<file path="config.mk">
export PLATFORM = sky130hd
export DESIGN_NAME = bitio_port
export DESIGN_NICKNAME = d
export VERILOG_FILES = /design/src/rtl/bitio_pkg.sv /design/src/rtl/bitio_decode.sv /design/src/rtl/bitio_latch_bank.sv /design/src/rtl/bitio_in_mux.sv /design/src/rtl/bitio_port.sv
export SDC_FILE = /design/constraint.sdc
export NUM_CORES = 1
export LEC_CHECK = 0
export ABC_AREA = 1
export BUFFER_PORTS_ARGS = -buffer_cell sky130_fd_sc_hd__buf_2
export CAP_MARGIN = 15
export CORE_MARGIN = 3
export CORE_UTILIZATION = 49
export DETAILED_ROUTE_END_ITERATION = 8
export PLACE_DENSITY = 0.86
export SLEW_MARGIN = 10
export SYNTH_ARGS = -nofsm -noshare
export SYNTH_HDL_FRONTEND = slang
export SYNTH_HIERARCHICAL = 1
export SYNTH_SLANG_ARGS = --single-unit
export TNS_END_PERCENT = 5
</file>
<file path="constraint.sdc">
create_clock -name clk -period 2 [get_ports clk]
set_clock_uncertainty 0.05 [all_clocks]
set_input_delay 0.4 -clock clk [delete_from_list [all_inputs] [get_ports clk]]
set_output_delay 0.4 -clock clk [all_outputs]
set_load 0.03 [all_outputs]
</file>
<file path="src/rtl/bitio_pkg.sv">
`timescale 1ns/1ps
package bitio_pkg;
  // Default field widths of the I/O address
  localparam int unsigned SEL_W_D  = 10;  // device-select field
  localparam int unsigned IDX_W_D  = 5;   // bit-index field
  localparam int unsigned QUAL_W_D = 3;   // lines that must be zero on an I/O cycle

  // One decoded access as seen by the latch bank and the return path
  typedef struct packed {
    logic       sel;   // device addressed on a genuine I/O cycle
    logic       wr;    // qualified write strobe
  } acc_ctl_t;
endpackage

</file>
<file path="src/rtl/bitio_decode.sv">
`timescale 1ns/1ps
module bitio_decode
  import bitio_pkg::*;
#(
  parameter int unsigned     SEL_W  = SEL_W_D,
  parameter int unsigned     IDX_W  = IDX_W_D,
  parameter int unsigned     QUAL_W = QUAL_W_D,
  parameter logic [SEL_W-1:0] BASE  = '0
) (
  input  logic [SEL_W+IDX_W-1:0] abus,
  input  logic                   strobe,
  output acc_ctl_t               ctl,
  output logic [IDX_W-1:0]       idx
);
  localparam int unsigned AW    = SEL_W + IDX_W;
  localparam int unsigned LOW_W = SEL_W - QUAL_W;

  logic             io_cycle;
  logic [SEL_W-1:0] field;
  logic             match;

  // The qualifier lines are zero on every genuine I/O cycle.
  assign io_cycle = ~|abus[AW-1 -: QUAL_W];

  // The select field is compared with the qualifier lines forced to zero,
  // so the qualification gate alone keeps command cycles out.
  assign field = {{QUAL_W{1'b0}}, abus[AW-QUAL_W-1 -: LOW_W]};
  assign match = (field == BASE);

  assign idx     = abus[IDX_W-1:0];
  assign ctl.sel = match & io_cycle;
  assign ctl.wr  = strobe & match & io_cycle;
endmodule

</file>
<file path="src/rtl/bitio_latch_bank.sv">
`timescale 1ns/1ps
module bitio_latch_bank #(
  parameter int unsigned IDX_W = 5,
  parameter int unsigned NBITS = 32
) (
  input  logic             clk,
  input  logic             rst,
  input  logic             wr,
  input  logic [IDX_W-1:0] idx,
  input  logic             d,
  output logic [NBITS-1:0] q
);
  // One flop per bit, each with its own write enable.
  for (genvar i = 0; i < NBITS; i++) begin : g_bit
    logic hit;
    assign hit = wr && (idx == IDX_W'(i));
    always_ff @(posedge clk) begin
      if (rst)      q[i] <= 1'b0;
      else if (hit) q[i] <= d;
    end
  end
endmodule

</file>
<file path="src/rtl/bitio_in_mux.sv">
`timescale 1ns/1ps
module bitio_in_mux #(
  parameter int unsigned IDX_W = 5,
  parameter int unsigned NBITS = 32
) (
  input  logic             clk,
  input  logic             rst,
  input  logic             sel,
  input  logic [IDX_W-1:0] idx,
  input  logic [NBITS-1:0] in_bits,
  output logic             din_line,
  output logic             din_oe
);
  logic pick;
  assign pick = in_bits[idx];

  always_ff @(posedge clk) begin
    if (rst) begin
      din_oe   <= 1'b0;
      din_line <= 1'b0;
    end else begin
      din_oe   <= sel;
      din_line <= sel & pick;
    end
  end
endmodule

</file>
<file path="src/rtl/bitio_port.sv">
`timescale 1ns/1ps
module bitio_port
  import bitio_pkg::*;
#(
  parameter int unsigned      SEL_W  = SEL_W_D,
  parameter int unsigned      IDX_W  = IDX_W_D,
  parameter int unsigned      QUAL_W = QUAL_W_D,
  parameter logic [SEL_W-1:0] BASE   = 10'h02C
) (
  input  logic                    clk,
  input  logic                    rst,
  input  logic [SEL_W+IDX_W-1:0]  abus,
  input  logic                    dout_line,
  input  logic                    strobe,
  input  logic [(1<<IDX_W)-1:0]   in_bits,
  output logic [(1<<IDX_W)-1:0]   out_bits,
  output logic                    din_line,
  output logic                    din_oe
);
  localparam int unsigned NBITS = 1 << IDX_W;

  acc_ctl_t         ctl;
  logic [IDX_W-1:0] idx;

  bitio_decode #(
    .SEL_W (SEL_W),
    .IDX_W (IDX_W),
    .QUAL_W(QUAL_W),
    .BASE  (BASE)
  ) i_decode (
    .abus  (abus),
    .strobe(strobe),
    .ctl   (ctl),
    .idx   (idx)
  );

  bitio_latch_bank #(
    .IDX_W(IDX_W),
    .NBITS(NBITS)
  ) i_bank (
    .clk(clk),
    .rst(rst),
    .wr (ctl.wr),
    .idx(idx),
    .d  (dout_line),
    .q  (out_bits)
  );

  bitio_in_mux #(
    .IDX_W(IDX_W),
    .NBITS(NBITS)
  ) i_ret (
    .clk     (clk),
    .rst     (rst),
    .sel     (ctl.sel),
    .idx     (idx),
    .in_bits (in_bits),
    .din_line(din_line),
    .din_oe  (din_oe)
  );
endmodule

</file>
==> key figures <==
STA
  – Final Worst Setup Slack: 292 ps
  – Fin Hold WS: 264 ps
  – Setup TNS: 0 ps
  – Worst-Margin Slew: 640 ps
  – Final slew viol count: 0
  – Maximum clock frequency: 586 MHz
  – Tmin final: 1710 ps
  – Final setup violation count: 0
  – Slew headroom: 57.1%
  – Post-route clock period utilization: 85.4%
  – RSZ-0062 raised after global routing: no
  – Final Hold Vio Count: 0

Yosys
  – Unique masters post-synth: 22
  – Register area share after synthesis: 30.8%
  – Netlist Area Pre-Place: 2210 µm²
  – Yosys reg bits: 34
  – Gate Count Post-Synth: 378
  – Syn Nets: 429
  – Syn_area_per_cell: 5.85 µm²
  – YS warnings: 6

Routing
  – DRT Pass-1 Iters: 6
  – DR vias: 2443
  – DR WL/cell: 11.2 µm
  – Post-DRT Antenna Nets: 0
  – 1st-iter DRT viols: 196
  – WL final: 5670 µm
  – DRC viols: 0
  – Average via count per standard cell: 4.85

Setup path
  – Worst setup SP type: input port
  – Required time worst endpoint: 2120 ps
  – Crit-path cells: buf_2 -> inv_1 -> nor2_2 -> nand3_1 -> nor3_2 -> nand2_1 -> clkinv_1 -> nand3_1 -> nand2_1 -> nand2_1 -> nor2_1
  – CP max-delay cell: clkinv_1
  – Crit path buffers/inverters: 3
  – CP max stage delay: 510 ps
  – Worst path top cell family by delay: simple AND/OR/NAND/NOR gates
  – Crit Path Category: input port to flop
  – CP max FO: 25
  – CP Capture Type: flop
  – Most used cell, CP: nand2_1
  – CP arrival: 1830 ps

Worst hold path
  – Hold Path Class: input port to flop

Global route
  – Initial antenna violation count: 0
  – First-pass GRT wire length: 9410 µm
  – Met2 usage: 39.8%
  – Gr ovfl total: 0
  – Pin count of the biggest net entering global routing: 33
  – Met3 usage: 3.31%
  – Met1 Use GR: 26.8%
  – Most used routing layer: met2
  – Total Routing Usage GR: 21.8%
  – Number of global-route vias before repair: 2183

Placed design
  – DP Worst Slack: 44.2 ps
  – Placer Congestion: 0.800
  – PortBufs: 84
  – DPL Wire Length: 4190 µm
  – Placed insts: 496

Power
  – Maximum VDD drop: 326 µV
  – Leak Pwr: 0.00148 µW
  – Pwr dens: 546 nW/µm²

Layout
  – Final nets: 504
  – Post-Layout Cell Count: 504
  – Area added between synthesis and finish: 22.0%
  – N_diodes: 0
  – Final core utilization: 64.6%
  – Share of layout cells above drive strength 1: 25.8%
  – Total of fill cells in the finished design: 414

Clock network
  – CTS root buf: clkbuf_8
  – Post-cts resize count: 0
  – Hold_buf cts: 0
  – CTS tree: yes
  – TritonCTS Buffers: 5
  – CTS H-tree lvls: 2
  – Setup bufs post-CTS: 0
  – Clock Pin Slew Worst Setup and Hold Paths: 70 ps
  – Clock latency on the worst-skew pair: 270 ps
  – Max clock buf depth: 2
  – Clk sinks: 34

Floorplanning
  – Die X: 73.2 µm
  – Site row count: 23
  – Area of the die: 5350 µm²
  – Starting Density: 53.0%
  – Core area: 4170 µm²
  – # IOs: 85
  – Die Y: 73.2 µm

Run
  – Max_cap viols: 0

Status
  – Status: completed
synth_stat cells:
cell	instances	area [µm²]
a21oi_1	6	30.0
buf_1	1	3.75
buf_12	1	20.0
buf_2	3	15.0
buf_4	7	52.6
buf_6	1	11.3
buf_8	1	15.0
clkbuf_1	5	18.8
clkbuf_8	1	13.8
clkinv_1	1	3.75
dfxtp_1	34	681
inv_1	58	218
inv_2	1	3.75
inv_8	1	11.3
nand2_1	101	379
nand2_2	11	68.8
nand3_1	62	310
nand3_2	4	40.0
nor2_1	72	270
nor2_2	3	18.8
nor3_2	1	10.0
o21ai_1	3	15.0
final timing paths:
check | end | cells past startpoint | startpoint | slack, ps
min reg2reg | i_bank/q[31] | 2 | i_bank/q[31] | 450
max | i_bank/q[18] | 11 | abus[10] | 290
min | i_ret/din_oe | 2 | rst | 260
max reg2reg | i_bank/q[19] | 4 | i_bank/q[19] | 1290
metrics by stage:
step / cell area [µm²] / total power (µW)
2_1_floorplan: 2210 / 838
3_3_place_gp: 2580 / 894
3_5_place_dp: 2580 / 897
4_1_cts: 2700 / 1470
5_1_grt: 2700 / 1530
6_report: 2700 / 1470
routing by layer:
| layer | wire, µm | vias up |
|---|---|---|
| li1 | - | 1281 |
| met1 | 2460 | 1083 |
| met2 | 2850 | 73 |
| met3 | 331 | 6 |
| met4 | 25 | 0 |
| met5 | 0 | - |
state kept, by name, indices dropped and copies added (netlist names):
register,flops
i_bank/q,32
i_ret/din_line,1
i_ret/din_oe,1
final cells by class:
| class | count | area (µm²) | share of cell area [%] |
|---|---|---|---|
| repair buffers | 88 | 463 | 17.2 |
| flip-flops and latches | 34 | 681 | 25.3 |
| inverters | 61 | 236 | 8.77 |
| well taps | 50 | 62.6 | 2.32 |
| multi-input cells | 263 | 1140 | 42.4 |
| clock buffers | 8 | 110 | 4.09 |
where the power goes:
part	switching, µW	internal, µW	total [µW]
registers	0.0132	677	677
clock network	239	348	587
logic	129	79.0	208
total	368	1100	1470
worst register-to-register path, delay by kind of cell, from the launching register on:
family        cells  cell delay (ps)
flops             1              330
buf+inv           1               40
simple gates      3              210
logic make-up (layout without fill, tap and decap cells):
family                 Yosys count  count (layout)  share of synthesized area (%)
AND/OR/NAND/NOR                254             254                           49.7
buffers and inverters           81             157                           17.5
flip-flops                      34              34                           30.8
AO/OA/AOI/OAI                    9               9                           2.04
cells in the final DEF, fill, tap and decap left out, drive strengths merged:
cell / netlist / routed
a21oi: 6 / 6
buf: 14 / 88
clkbuf: 6 / 8
clkinv: 1 / 1
dfxtp: 34 / 34
inv: 60 / 60
nand2: 112 / 112
nand3: 66 / 66
nor2: 75 / 75
nor3: 1 / 1
o21ai: 3 / 3
Note: power is estimated with default switching activity, not from simulation.
